===== src/rtl/can_glue_pkg.sv =====
package can_glue_pkg;
  localparam int HOST_AW     = 7;
  localparam int HOST_DW     = 32;
  localparam int BYTE_W      = 8;
  localparam logic [HOST_AW-1:0] CSR_OFS = 7'h38;
  localparam int EN_BIT      = 13;
  localparam int STAT_BIT    = 23;
  localparam int FWD_LIMIT   = 32;
  localparam int ID_AW       = 3;
  localparam logic [ID_AW-1:0] ID_OFS = 3'd7;
  localparam logic [3:0] ID_VERSION = 4'd13;
endpackage


===== src/rtl/can_irq_ctl.sv =====
module can_irq_ctl
  import can_glue_pkg::*;
#(
  parameter int AW = HOST_AW,
  parameter int DW = HOST_DW,
  parameter logic [AW-1:0] OFS = CSR_OFS,
  parameter int ENB = EN_BIT,
  parameter int STB = STAT_BIT
) (
  input  logic          clk,
  input  logic          rst_n,
  input  logic          sel,
  input  logic          rd,
  input  logic          wr,
  input  logic [AW-1:0] addr,
  input  logic [DW-1:0] wdata,
  input  logic          ctl_irq,
  output logic [DW-1:0] rdata,
  output logic          host_irq
);
  logic [DW-1:0] csr_q;
  logic          lvl_q;
  logic          irq_q;
  logic          csr_hit, csr_wr, en_now, en_next, lvl_chg, irq_next;

  assign csr_hit = sel && (addr == OFS);
  assign csr_wr  = csr_hit && wr;
  assign en_now  = csr_q[ENB];
  assign en_next = csr_wr ? wdata[ENB] : en_now;
  assign lvl_chg = (ctl_irq != lvl_q);

  always_comb begin
    irq_next = irq_q;
    if (csr_wr && lvl_q && (en_next != en_now))
      irq_next = en_next;
    if (lvl_chg && en_next)
      irq_next = ctl_irq;
  end

  always_ff @(posedge clk) begin
    if (!rst_n) begin
      csr_q <= '0;
      lvl_q <= 1'b0;
      irq_q <= 1'b0;
    end else begin
      if (csr_wr) csr_q <= wdata;
      lvl_q <= ctl_irq;
      irq_q <= irq_next;
    end
  end

  always_comb begin
    rdata = '0;
    if (csr_hit && rd) begin
      rdata      = csr_q;
      rdata[STB] = lvl_q;
    end
  end

  assign host_irq = irq_q;

  // the gated output never leaves enable AND latched level
  assert_gate_R3: assert property (@(posedge clk) disable iff (!rst_n)
    host_irq == (csr_q[ENB] & lvl_q));

  // a level change with the enable clear and no write leaves host_irq alone
  assert_hold_R5: assert property (@(posedge clk) disable iff (!rst_n)
    (lvl_chg && !en_now && !csr_wr) |=> $stable(host_irq));

  // a toggle of the enable while pending drives host_irq to the new value
  assert_toggle_R4: assert property (@(posedge clk) disable iff (!rst_n)
    (csr_wr && lvl_q && !lvl_chg && (wdata[ENB] != en_now)) |=> (host_irq == $past(wdata[ENB])));
endmodule


===== src/rtl/can_ctl_bridge.sv =====
module can_ctl_bridge
  import can_glue_pkg::*;
#(
  parameter int AW    = HOST_AW,
  parameter int BW    = BYTE_W,
  parameter int LIMIT = FWD_LIMIT,
  localparam int CAW  = $clog2(LIMIT)
) (
  input  logic           rst_n,
  input  logic           sel,
  input  logic           rd,
  input  logic           wr,
  input  logic [AW-1:0]  addr,
  input  logic [BW-1:0]  wdata,
  output logic [BW-1:0]  rdata,
  output logic           ctl_rd,
  output logic           ctl_wr,
  output logic [CAW-1:0] ctl_addr,
  output logic [BW-1:0]  ctl_wdata,
  input  logic [BW-1:0]  ctl_rdata
);
  logic in_rng;

  assign in_rng    = (int'(addr) < LIMIT);
  assign ctl_rd    = sel && rd && in_rng;
  assign ctl_wr    = sel && wr && in_rng;
  assign ctl_addr  = addr[CAW-1:0];
  assign ctl_wdata = wdata;
  assign rdata     = ctl_rd ? ctl_rdata : '0;

  // no strobe leaves the block for an address past the forwarded range
  always_comb begin
    if (rst_n === 1'b1 && int'(addr) >= LIMIT) begin
      assert_drop_R8: assert (!ctl_rd && !ctl_wr && rdata == '0);
    end
  end
endmodule


===== src/rtl/can_id_rom.sv =====
module can_id_rom
  import can_glue_pkg::*;
#(
  parameter int IAW = ID_AW,
  parameter int BW  = BYTE_W,
  parameter logic [IAW-1:0] OFS = ID_OFS,
  parameter logic [3:0] VER = ID_VERSION
) (
  input  logic           rst_n,
  input  logic           sel,
  input  logic           rd,
  input  logic [IAW-1:0] addr,
  output logic [BW-1:0]  rdata
);
  localparam logic [BW-1:0] ID_BYTE = BW'({VER, 4'h0});

  assign rdata = (sel && rd && addr == OFS) ? ID_BYTE : '0;

  // the identification byte at its offset carries the version in the high nibble
  always_comb begin
    if (rst_n === 1'b1 && sel && rd && addr == OFS) begin
      assert_id_R9: assert (rdata[3:0] == 4'h0 && rdata[7:4] == VER);
    end
  end
endmodule


===== src/rtl/can_host_glue.sv =====
module can_host_glue
  import can_glue_pkg::*;
#(
  parameter int AW    = HOST_AW,
  parameter int DW    = HOST_DW,
  parameter int BW    = BYTE_W,
  parameter int LIMIT = FWD_LIMIT,
  localparam int CAW  = $clog2(LIMIT)
) (
  input  logic           clk,
  input  logic           rst_n,
  input  logic           icw_sel,
  input  logic           ccw_sel,
  input  logic           idw_sel,
  input  logic           host_rd,
  input  logic           host_wr,
  input  logic [AW-1:0]  host_addr,
  input  logic [DW-1:0]  host_wdata,
  output logic [DW-1:0]  host_rdata,
  output logic           ctl_rd,
  output logic           ctl_wr,
  output logic [CAW-1:0] ctl_addr,
  output logic [BW-1:0]  ctl_wdata,
  input  logic [BW-1:0]  ctl_rdata,
  input  logic           ctl_irq,
  output logic           ctl_rst,
  output logic           host_irq
);
  logic [DW-1:0] icw_rdata;
  logic [BW-1:0] ccw_rdata;
  logic [BW-1:0] idw_rdata;

  can_irq_ctl #(.AW(AW), .DW(DW)) u_irq (
    .clk      (clk),
    .rst_n    (rst_n),
    .sel      (icw_sel),
    .rd       (host_rd),
    .wr       (host_wr),
    .addr     (host_addr),
    .wdata    (host_wdata),
    .ctl_irq  (ctl_irq),
    .rdata    (icw_rdata),
    .host_irq (host_irq)
  );

  can_ctl_bridge #(.AW(AW), .BW(BW), .LIMIT(LIMIT)) u_bridge (
    .rst_n     (rst_n),
    .sel       (ccw_sel),
    .rd        (host_rd),
    .wr        (host_wr),
    .addr      (host_addr),
    .wdata     (host_wdata[BW-1:0]),
    .rdata     (ccw_rdata),
    .ctl_rd    (ctl_rd),
    .ctl_wr    (ctl_wr),
    .ctl_addr  (ctl_addr),
    .ctl_wdata (ctl_wdata),
    .ctl_rdata (ctl_rdata)
  );

  can_id_rom #(.BW(BW)) u_id (
    .rst_n (rst_n),
    .sel   (idw_sel),
    .rd    (host_rd),
    .addr  (host_addr[ID_AW-1:0]),
    .rdata (idw_rdata)
  );

  assign host_rdata = icw_rdata | DW'(ccw_rdata) | DW'(idw_rdata);
  assign ctl_rst    = ~rst_n;

  // the controller is held in reset for the whole device reset
  always_comb begin
    if (rst_n === 1'b0) begin
      assert_ctl_reset_R10: assert (ctl_rst);
    end
  end

  // the host interrupt comes out of reset deasserted
  assert_reset_quiet_R1: assert property (@(posedge clk)
    !rst_n |=> !host_irq);
endmodule


===== config.mk =====
export PLATFORM = sky130hd
export DESIGN_NAME = can_host_glue
export DESIGN_NICKNAME = d
export VERILOG_FILES = /design/src/rtl/can_glue_pkg.sv /design/src/rtl/can_irq_ctl.sv /design/src/rtl/can_ctl_bridge.sv /design/src/rtl/can_id_rom.sv /design/src/rtl/can_host_glue.sv
export SDC_FILE = /design/constraint.sdc
export NUM_CORES = 1
export LEC_CHECK = 0
export BUFFER_PORTS_ARGS = -buffer_cell sky130_fd_sc_hd__buf_2
export CAP_MARGIN = 20
export CORE_ASPECT_RATIO = 0.7
export CORE_MARGIN = 1.5
export CORE_UTILIZATION = 45
export CTS_CLUSTER_SIZE = 14
export DETAILED_ROUTE_END_ITERATION = 6
export GPL_TIMING_DRIVEN = 0
export MAX_ROUTING_LAYER = met4
export PLACE_DENSITY_LB_ADDON = 0.15
export SYNTH_ARGS = -nofsm -noshare
export SYNTH_HDL_FRONTEND = slang
export SYNTH_SLANG_ARGS = --single-unit

===== constraint.sdc =====
create_clock -name clk -period 2.3 [get_ports clk]
set_input_delay 0.23 -clock clk [delete_from_list [all_inputs] [get_ports clk]]
set_output_delay 0.23 -clock clk [all_outputs]
set_load 0.01 [all_outputs]

---- After elaboration in Yosys (flattened, before gate mapping) ----
Index checks and enable logic that the tools add are counted.
word-level totals
  latch bits .............................. 0
  logic and storage cells ................. 30
  ROM bits ................................ 0
  output and inout port bits .............. 49
  memories ................................ 0
  register bits after elaboration ......... 34
  input port bits ......................... 55
  bits in writable memories ............... 0
operators by class
  add/subtract/negate cells ............... 0
  bitwise operators ....................... 3
  multiplexer cells ....................... 6
  $mul .................................... 0
  reductions and logical operators ........ 13
  shifts and indexed selects .............. 0
  equal/unequal tests ..................... 4
  order comparisons ....................... 1
  divide/modulo/power cells ............... 0
operators with widths
  kind                                                                          count
  32-bit by 8-bit OR with 32-bit output                                         2
  32-bit 2-to-1 mux                                                             1
  8-bit 2-to-1 mux                                                              2
  1-bit logical AND                                                             12
  7-bit by 6-bit == test with 1-bit output, second input constant               1
  7-bit by 6-bit less-than comparator with 1-bit output, second input constant  1
  3-bit == test, second input constant                                          1
  1-bit 2-to-1 mux                                                              3
  1-bit inequality test                                                         2
  2-bit nonzero test                                                            1
  1-bit inverter                                                                1

---- Logic depth before layout (Yosys ltp) ----
Gate-level depths: netlist of the first run.
  depth after elaboration ................. 8
  depth in mapped cells ................... 6
  depth with buffers taken out ............ 5

---- Modules after synthesis ----
From an unflattened synthesis of the first run, not the netlist that was laid out.
second synthesis, totals
  cells, all modules ...................... 239
  area, all modules ....................... 1,844.3 um2
modules (own cells, without submodules)
  module          area each (um2)  sequential area each (um2)  cells each  times used
  can_irq_ctl     1,541.5          660.6                       194         1
  can_ctl_bridge  180.2            0.0                         25          1
  can_id_rom      68.8             0.0                         11          1
  can_host_glue   53.8             0.0                         9           1

---- Least setup slack after synthesis of the first run ----
Ideal clock, no wire load.
  path kind ............................... input -> output
  start point ............................. input port host_addr[5]
  end point ............................... output port host_rdata[6]
  buffers on the path ..................... 2
  data required time ...................... 2.070 ns
  path slack .............................. 0.818 ns
  stages .................................. 5
  arrival time ............................ 1.252 ns
  path through ............................ and4b_1 -> and3_1 -> clkbuf_1 -> buf_2 -> a221o_1
on the way
  cells in the longest elaborated chain, start to end .. 6
  elaborated cells on any way between the ends .. 9
  classes of those cells .................. order compare (1); eq/ne (1); mux (2); bitwise (2); reduce/logical (3)
RTL lines
  element                                                                                                        line                 text
  start: declaration                                                                                             can_host_glue.sv:17  input logic [AW-1:0] host_addr,
  parallel branches: the longest is 4 deep, another holds 7-bit by 6-bit less-than comparator with 1-bit output  n/a
  32-bit by 8-bit OR with 32-bit output * (2 in a row)                                                           can_host_glue.sv:69  assign host_rdata = icw_rdata | DW'(ccw_rdata) | DW'(idw_rdata);
  end: declaration                                                                                               can_host_glue.sv:19  output logic [DW-1:0] host_rdata,
Every way passes the cells marked *.

---- Worst setup path in the final report of the first run ----
  start point ............................. input port host_addr[6]
  end point ............................... output port host_rdata[20]
on the way
  cells in the longest elaborated chain, start to end .. 6
RTL lines
  element                                             line                 text
  7-bit by 6-bit == test with 1-bit output            can_irq_ctl.sv:26    assign csr_hit = sel && (addr == OFS);
  1-bit logical AND                                   can_irq_ctl.sv:26
  1-bit logical AND                                   can_irq_ctl.sv:54    if (csr_hit && rd) begin
  32-bit 2-to-1 mux                                   can_irq_ctl.sv:54
  32-bit by 8-bit OR with 32-bit output (2 in a row)  can_host_glue.sv:69
Every way passes these cells.

==> results of run 1 <==
-- state kept, by name, summed over array words and instances, names as in the netlist --
signal and count:
u_irq.lvl_q 1, u_irq.host_irq 1, u_irq.csr_q 31
-- Yosys cell counts --
cell	count
o41ai_2	1
inv_1	3
buf_4	14
mux2i_1	1
and2_1	26
nand2_1	64
nor4bb_1	1
a221o_1	3
nor2_1	3
nand3_1	1
buf_2	4
nand2b_1	1
o21ai_0	1
o211ai_1	1
a22o_1	5
clkbuf_1	10
nor4b_2	1
and4b_1	1
xor2_1	1
dfxtp_1	33
o32a_1	1
a21oi_1	32
a22oi_1	1
and3_1	2
nor4b_1	1
-- final cells by class --
class                      instances  area, µm²
clock buffer                       6       72.6
sequential                        33        661
timing repair buffer             102        510
tap                               47       58.8
multi-input combinational        148        781
inverter                           3       11.3
fill                             308       1010
buffer                            28        163
clock inverter                     2       10.0
-- worst max-delay path by stage --
stage,depth (start not counted),from,endpoint
after global placement,7,host_addr[6],host_rdata[20]
final,7,host_addr[6],host_rdata[20]
after floorplan,5,host_addr[5],host_rdata[6]
after global routing,7,host_addr[6],host_rdata[20]
after CTS,7,host_addr[6],host_rdata[14]
after detailed placement,7,host_addr[6],host_rdata[14]
-- cells by family after synthesis --
group,count (synthesis),synth area share (%)
buf+inv,31,10.8
compound gates,45,17.4
xor+xnor,1,0.542
flops,33,40.9
simple gates,101,29.8
mux,1,0.620
-- through the flow --
step / setup WS [ns] / std cells / hold slack (ns)
global placement: 0.343 / 361 / 0.437
CTS: 0.291 / 369 / 0.182
finish: 0.337 / 369 / 0.184
floorplan: 0.818 / 212 / 0.352
global route: 0.132 / 369 / 0.180
detailed placement: 0.300 / 361 / 0.442
-- power by group --
group	switching, mW	internal (mW)	total, mW
clock	0.202	0.209	0.411
sequential	0.00166	0.573	0.575
combinational	0.0550	0.0674	0.122
-- metal layers --
layer	track usage [%]	vias to the layer above
li1	-	904
met1	25.4	781
met2	35.4	51
met3	6.29	2
met4	5.45	0
met5	-	-
-- worst max-delay path, cell delays in order --
cell and delay [ns]:
buf_2 0.12, nor4b_2 0.32, and3_1 0.20, clkbuf_1 0.20, clkbuf_1 0.34, and2_1 0.19
buf_2 0.13
==> summary.txt, run 1 <==
Power and ir drop
  – Post-layout power: approximately 1.1 mW
  – P_leak: 1.10 nW
  – Peak VDD IR: 0.494 mV
  – Pwr dens: 489 mW/mm²

STA
  – Final hold viol count: 0
  – Setup TNS: 0 ns
  – Tcrit/Tclk final: between 80% and 90%
  – Achievable frequency: 510 MHz
  – Setup violators final: 0
  – Slew Limit Headroom: 67.7%
  – Fin crit period: 1.96 ns
  – Worst-margin pin slew: 0.485 ns
  – Clock skew: 0.000260 ns
  – RSZ-0062 raised after global routing: no
  – Final Max Slew Viols: 0

Yosys
  – Synthesized area: 0.00162 mm²
  – Yosys cell types: 25
  – Synth top area cells: dfxtp_1 41%, nand2_1 15%, and2_1 10%
  – Post-Syn Area per Cell: about 7.6 µm²
  – Synth top area share: slightly above 40%
  – Sequential share of the synthesized area: 40.9%
  – Cells after Synth: 212
  – Synthesized Nets: roughly 270
  – Yosys warnings: 0
  – Synthesized flop and latch total: 33
  – Leading area contributor after synthesis: dfxtp_1

Finish
  – Design area: ~0.0023 mm²
  – Layout cells sized above 1: 40.1%
  – # diodes: 0
  – Final Util: 69.2%
  – Commonest non-fill, non-tap cells in the layout: 106 x buf_2, 64 x nand2_1, 33 x dfxtp_1
  – Area Growth Syn to Fin: 40.4%
  – Final nets: ~380
  – Commonest non-fill, non-tap cell in the layout: buf_2

Placement
  – Final estimated routing congestion in global placement: between 0.7 and 0.8
  – Final HPWL DP: 3070 µm
  – Port Buf Inserts: 102
  – Area after DPL: 0.00218 mm²

Worst setup path
  – Critical path peak fanout: 10
  – Endpoint class of the critical path: output pin
  – Worst R2R End: u_irq.host_irq$_SDFFE_PN0P_
  – Register-to-Register Setup Slack: 0.97 ns
  – WP data required: slightly above 2 ns
  – Worst R2R Start: u_irq.lvl_q$_SDFF_PN0_
  – CP Class: in2out
  – CP Launch Type: primary input
  – Reg2reg path depth: 5
  – WP data arrival: approximately 1.7 ns

CTS
  – Clock slew at reported path FFs: 0.07 ns
  – Post-CTS Setup Bufs: 0
  – TritonCTS clock tree: built
  – Num CTS Buffers: 5
  – Clk Latency, worst-skew pair: 0.28 ns
  – CTS H-tree depth: 2
  – Post-cts gate resize count: 0
  – Clock Sinks: 33
  – Clock Tree Buf Depth: 2
  – CTS Hold Bufs: 0
  – Root Buffer: clkbuf_8

Die
  – Die area: between 0.003 and 0.004 mm²
  – Die W: 74.6 µm
  – Die Y: 53.1 µm
  – Core footprint: between 0.003 and 0.004 mm²
  – Site Rows: 17
  – Total I/O pin count: 104
  – Starting Density: 49.3%

Route
  – M1 WL: roughly 1900 µm
  – Top sig layer: met4
  – WL/cell: 10.9 µm
  – Vias/cell: around 4.7
  – Initial drt markers: 68
  – DRC viols: 0
  – Met2 WL: 1870 µm
  – Vias: between 1,500 and 2,000
  – Antenna viol nets, final: 0
  – Metal3 WL: approximately 220 µm
  – Pre-antenna DRT Iters: 4
  – Total Wirelength: 4020 µm

Global routing
  – Vias in the first global route: 1,466
  – Initial antenna violation count: 0
  – Gr usage total: 21.2%
  – GRT overflow: 0
  – Largest net degree at the start of global routing: 11
  – First-pass GRT wire length: 6220 µm

Hold path
  – Hold EP: u_irq.csr_q[9]$_SDFFE_PN0N_
  – Worst hold path class: in2reg
  – Hold Crit Depth: 3
  – Hold path start: host_wdata[9]

Outcome
  – Outcome: finished clean

Flow run
  – # Max-Cap Violations: 0
No activity file was read; power rests on OpenSTA's default activity.
==> inputs of run 2 (changes only) <==
- CORE_MARGIN: 1.5 -> 5
- CORE_UTILIZATION: 45 -> 47
- CTS_CLUSTER_SIZE: 14 -> not set
- SYNTH_HIERARCHICAL: not set -> 1
==> summary.txt, run 2 <==
Worst setup path
  – WP data required: 2.07 ns (about the same)
  – Critical path peak fanout: 10 (unchanged)
  – CP Class: in2out
  – Reg2reg path depth: 5 (unchanged)
  – Endpoint class of the critical path: output pin
  – Register-to-Register Setup Slack: 0.99 ns (+0.02 ns)
  – Worst R2R Start: u_irq/lvl_q$_SDFF_PN0_
  – Worst R2R End: u_irq/host_irq$_SDFFE_PN0P_
  – CP Launch Type: primary input
  – WP data arrival: 1.79 ns (+0.06 ns)

STA
  – Setup violators final: 0 (unchanged)
  – Clock skew: 0.000382 ns (+0.000122 ns)
  – Final hold viol count: 0 (unchanged)
  – RSZ-0062 raised after global routing: no
  – Fin crit period: 2.02 ns (+0.0532 ns)
  – Final Max Slew Viols: 0 (unchanged)
  – Setup TNS: 0 ns (unchanged)
  – Achievable frequency: 496 MHz (-2.6%)
  – Tcrit/Tclk final: 87.6% (+2.3 points)

Global routing
  – Routing usage on met3: 6.46% (+0.17 points)
  – Largest net degree at the start of global routing: 11 (unchanged)
  – Gr usage total: 18.3% (-2.9 points)
  – First-pass GRT wire length: 7910 µm (+27%)
  – Met1 Usage GRT: 22.4% (-2.9 points)
  – Met2 usage: 30.0% (-5.4 points)
  – Initial antenna violation count: 0 (unchanged)
  – Vias in the first global route: 1,838 (+25%)
  – GRT overflow: 0 (unchanged)
  – Busiest grt layer: met2

Route
  – WL/cell: 11.8 µm (+8.9%)
  – Initial drt markers: 50 (-26%)
  – Vias/cell: 4.70 (-0.13%)
  – Antenna viol nets, final: 0 (unchanged)
  – DRC viols: 0 (unchanged)
  – Vias: 1,905 (+9.6%)
  – Total Wirelength: 4800 µm (+19%)
  – Pre-antenna DRT Iters: 4 (unchanged)

Yosys
  – Post-Syn Area per Cell: 7.72 µm² (+1.3%)
  – Fraction of registers with async set/reset: 0% (unchanged)
  – Most common cell in the netlist: nand2_1
  – Most frequent cells after synthesis: 65 x nand2_1, 33 x and3_1, 33 x dfxtp_1, 28 x a21boi_0, 22 x buf_4
  – Yosys warnings: 6 (+6)
  – Synth top area cells: dfxtp_1 36%, nand2_1 13%, a21boi_0 11%
  – Synthesized area: 0.00184 mm² (+14%)
  – Sequential share of the synthesized area: 35.8% (-5.1 points)
  – Synth top area share: 35.8% (-5.1 points)
  – Cells after Synth: 239 (+13%)
  – Number of synthesized flops with an enable pin: 0 (unchanged)
  – Synthesized flop and latch total: 33 (unchanged)
  – Ys flop type: dfxtp_1
  – Yosys cell types: 29 (+16%)
  – Leading area contributor after synthesis: dfxtp_1

Placement
  – Placed Cells: 397 (+10%)
  – Final estimated routing congestion in global placement: 0.862 (+16%)
  – Port Buf Inserts: 102 (unchanged)
  – Final HPWL DP: 3780 µm (+23%)

Finish
  – Largest register FFs: 31 (unchanged)
  – Commonest non-fill, non-tap cell in the layout: buf_2
  – Area Growth Syn to Fin: 36.5%
  – Biggest register: u_irq/csr_q
  – Layout cells sized above 1: 41.1% (+1.0 points)
  – Final nets: 407 (+8.2%)
  – Commonest non-fill, non-tap cells in the layout: 109 x buf_2, 65 x nand2_1, 33 x and3_1, 33 x dfxtp_1, 28 x a21boi_0
  – # diodes: 0 (unchanged)
  – Fin cells: 405 (+9.8%)
  – Final Util: 65.4% (-3.8 points)

Power and ir drop
  – Pwr dens: 451 mW/mm² (-7.7%)
  – Switching Share: 23.6% (+0.24 points)
  – Pint: 868 µW (+2.1%)
  – Sequential share of power: 50.6% (-1.3 points)
  – Clock share of power: 36.0% (-1.1 points)
  – Peak VDD IR: 0.546 mV (+11%)
  – Gate power share: 13.4% (+2.4 points)
  – P_leak: 1.34 nW (+22%)
  – Sw power: 267 µW (+3.5%)

CTS
  – Clock Sinks: 33 (unchanged)
  – CTS Hold Bufs: 0 (unchanged)
  – Clock slew at reported path FFs: 0.07 ns (about the same)
  – Root Buffer: clkbuf_8
  – Clk Latency, worst-skew pair: 0.27 ns (about the same)
  – CTS H-tree depth: 2 (unchanged)
  – Post-cts gate resize count: 0 (unchanged)
  – Clock Tree Buf Depth: 2 (unchanged)
  – Post-CTS Setup Bufs: 0 (unchanged)
  – TritonCTS clock tree: built
  – Num CTS Buffers: 5 (unchanged)

Die
  – Core footprint: 0.00385 mm² (+18%)
  – Die area: 0.00530 mm² (+34%)
  – Die Y: 62.4 µm (+17%)
  – Die W: 84.9 µm (+14%)
  – Total I/O pin count: 104 (unchanged)
  – Site Rows: 19 (+2)
  – Starting Density: 47.9% (-1.4 points)

Outcome
  – Outcome: finished clean

Hold path
  – Worst hold path class: in2reg
  – Hold path start: host_wdata[22]
  – Hold EP: u_irq/csr_q[22]$_SDFFE_PN0N_
  – Hold Crit Depth: 3 (unchanged)

Flow run
  – # Max-Cap Violations: 0 (unchanged)
## run 2: cell count changes after synthesis, moves of 2 or more
cell / previous run / this run
a22o_1: 5 / 0
a21boi_0: 0 / 28
a21oi_1: 32 / 2
a221o_1: 3 / 0
a21boi_1: 0 / 2
and2_2: 0 / 5
and2_1: 26 / 5
or3_1: 0 / 8
buf_2: 4 / 7
and3_1: 2 / 33
buf_4: 14 / 22
## run 2: worst max path at each step
stage | startpoint | endpoint | depth (start not counted)
2_1_floorplan | host_addr[5] | host_rdata[0] | 6
6_report | host_addr[5] | host_rdata[4] | 8
3_3_place_gp | host_addr[5] | host_rdata[4] | 8
3_5_place_dp | host_addr[5] | host_rdata[4] | 8
5_1_grt | host_addr[6] | host_rdata[1] | 8
4_1_cts | host_addr[5] | host_rdata[4] | 8
## run 2: kinds of logic after synthesis
family	synth area share [%]
and+or+nand+nor	34.4
buffers and inverters	13.3
AOI/OAI and AO/OA	15.3
DFF	35.8
xor gates and xnor gates	0.475
muxes	0.543
other	0.203
## run 2: worst max-delay path, stage by stage
cell	delay, ns
buf_2	0.11
and4b_1	0.20
and2_1	0.15
buf_2	0.16
clkbuf_1	0.21
and3_1	0.23
or3_1	0.35
buf_2	0.15
## run 2: metal layers
layer / share of wire [%] / wire, µm
met3: 7.4 / 353
met5: 0 / 0
met1: 45 / 2170
met4: 0.81 / 39
met2: 47 / 2230
## run 2: final cells by class
type | count | area, µm²
tap | 52 | 65.1
timing repair buffer | 102 | 510
clock inverter | 2 | 10.0
fill | 384 | 1330
inverter | 3 | 11.3
multi-input combinational | 169 | 953
clock buffer | 6 | 72.6
buffer | 38 | 234
sequential | 33 | 661
## run 2: stage by stage
| step | total power, mW | area, µm² | hold WS (ns) | setup slack, ns |
|---|---|---|---|---|
| after floorplan | 0.659 | 1860 | 0.352 | 0.662 |
| after global placement | 0.738 | 2430 | 0.438 | 0.305 |
| after detailed placement | 0.740 | 2430 | 0.444 | 0.282 |
| after CTS | 1.14 | 2520 | 0.185 | 0.279 |
| after global routing | 1.19 | 2520 | 0.189 | 0.184 |
| final | 1.14 | 2520 | 0.189 | 0.284 |
## run 2: power groups by stage
stage               sequential, mW  clock [mW]  combinational, mW
floorplan                    0.587           0             0.0717
global placement             0.587           0              0.151
detailed placement           0.587           0              0.153
CTS                          0.574       0.418              0.153
global route                 0.574       0.445              0.169
finish                       0.574       0.409              0.152
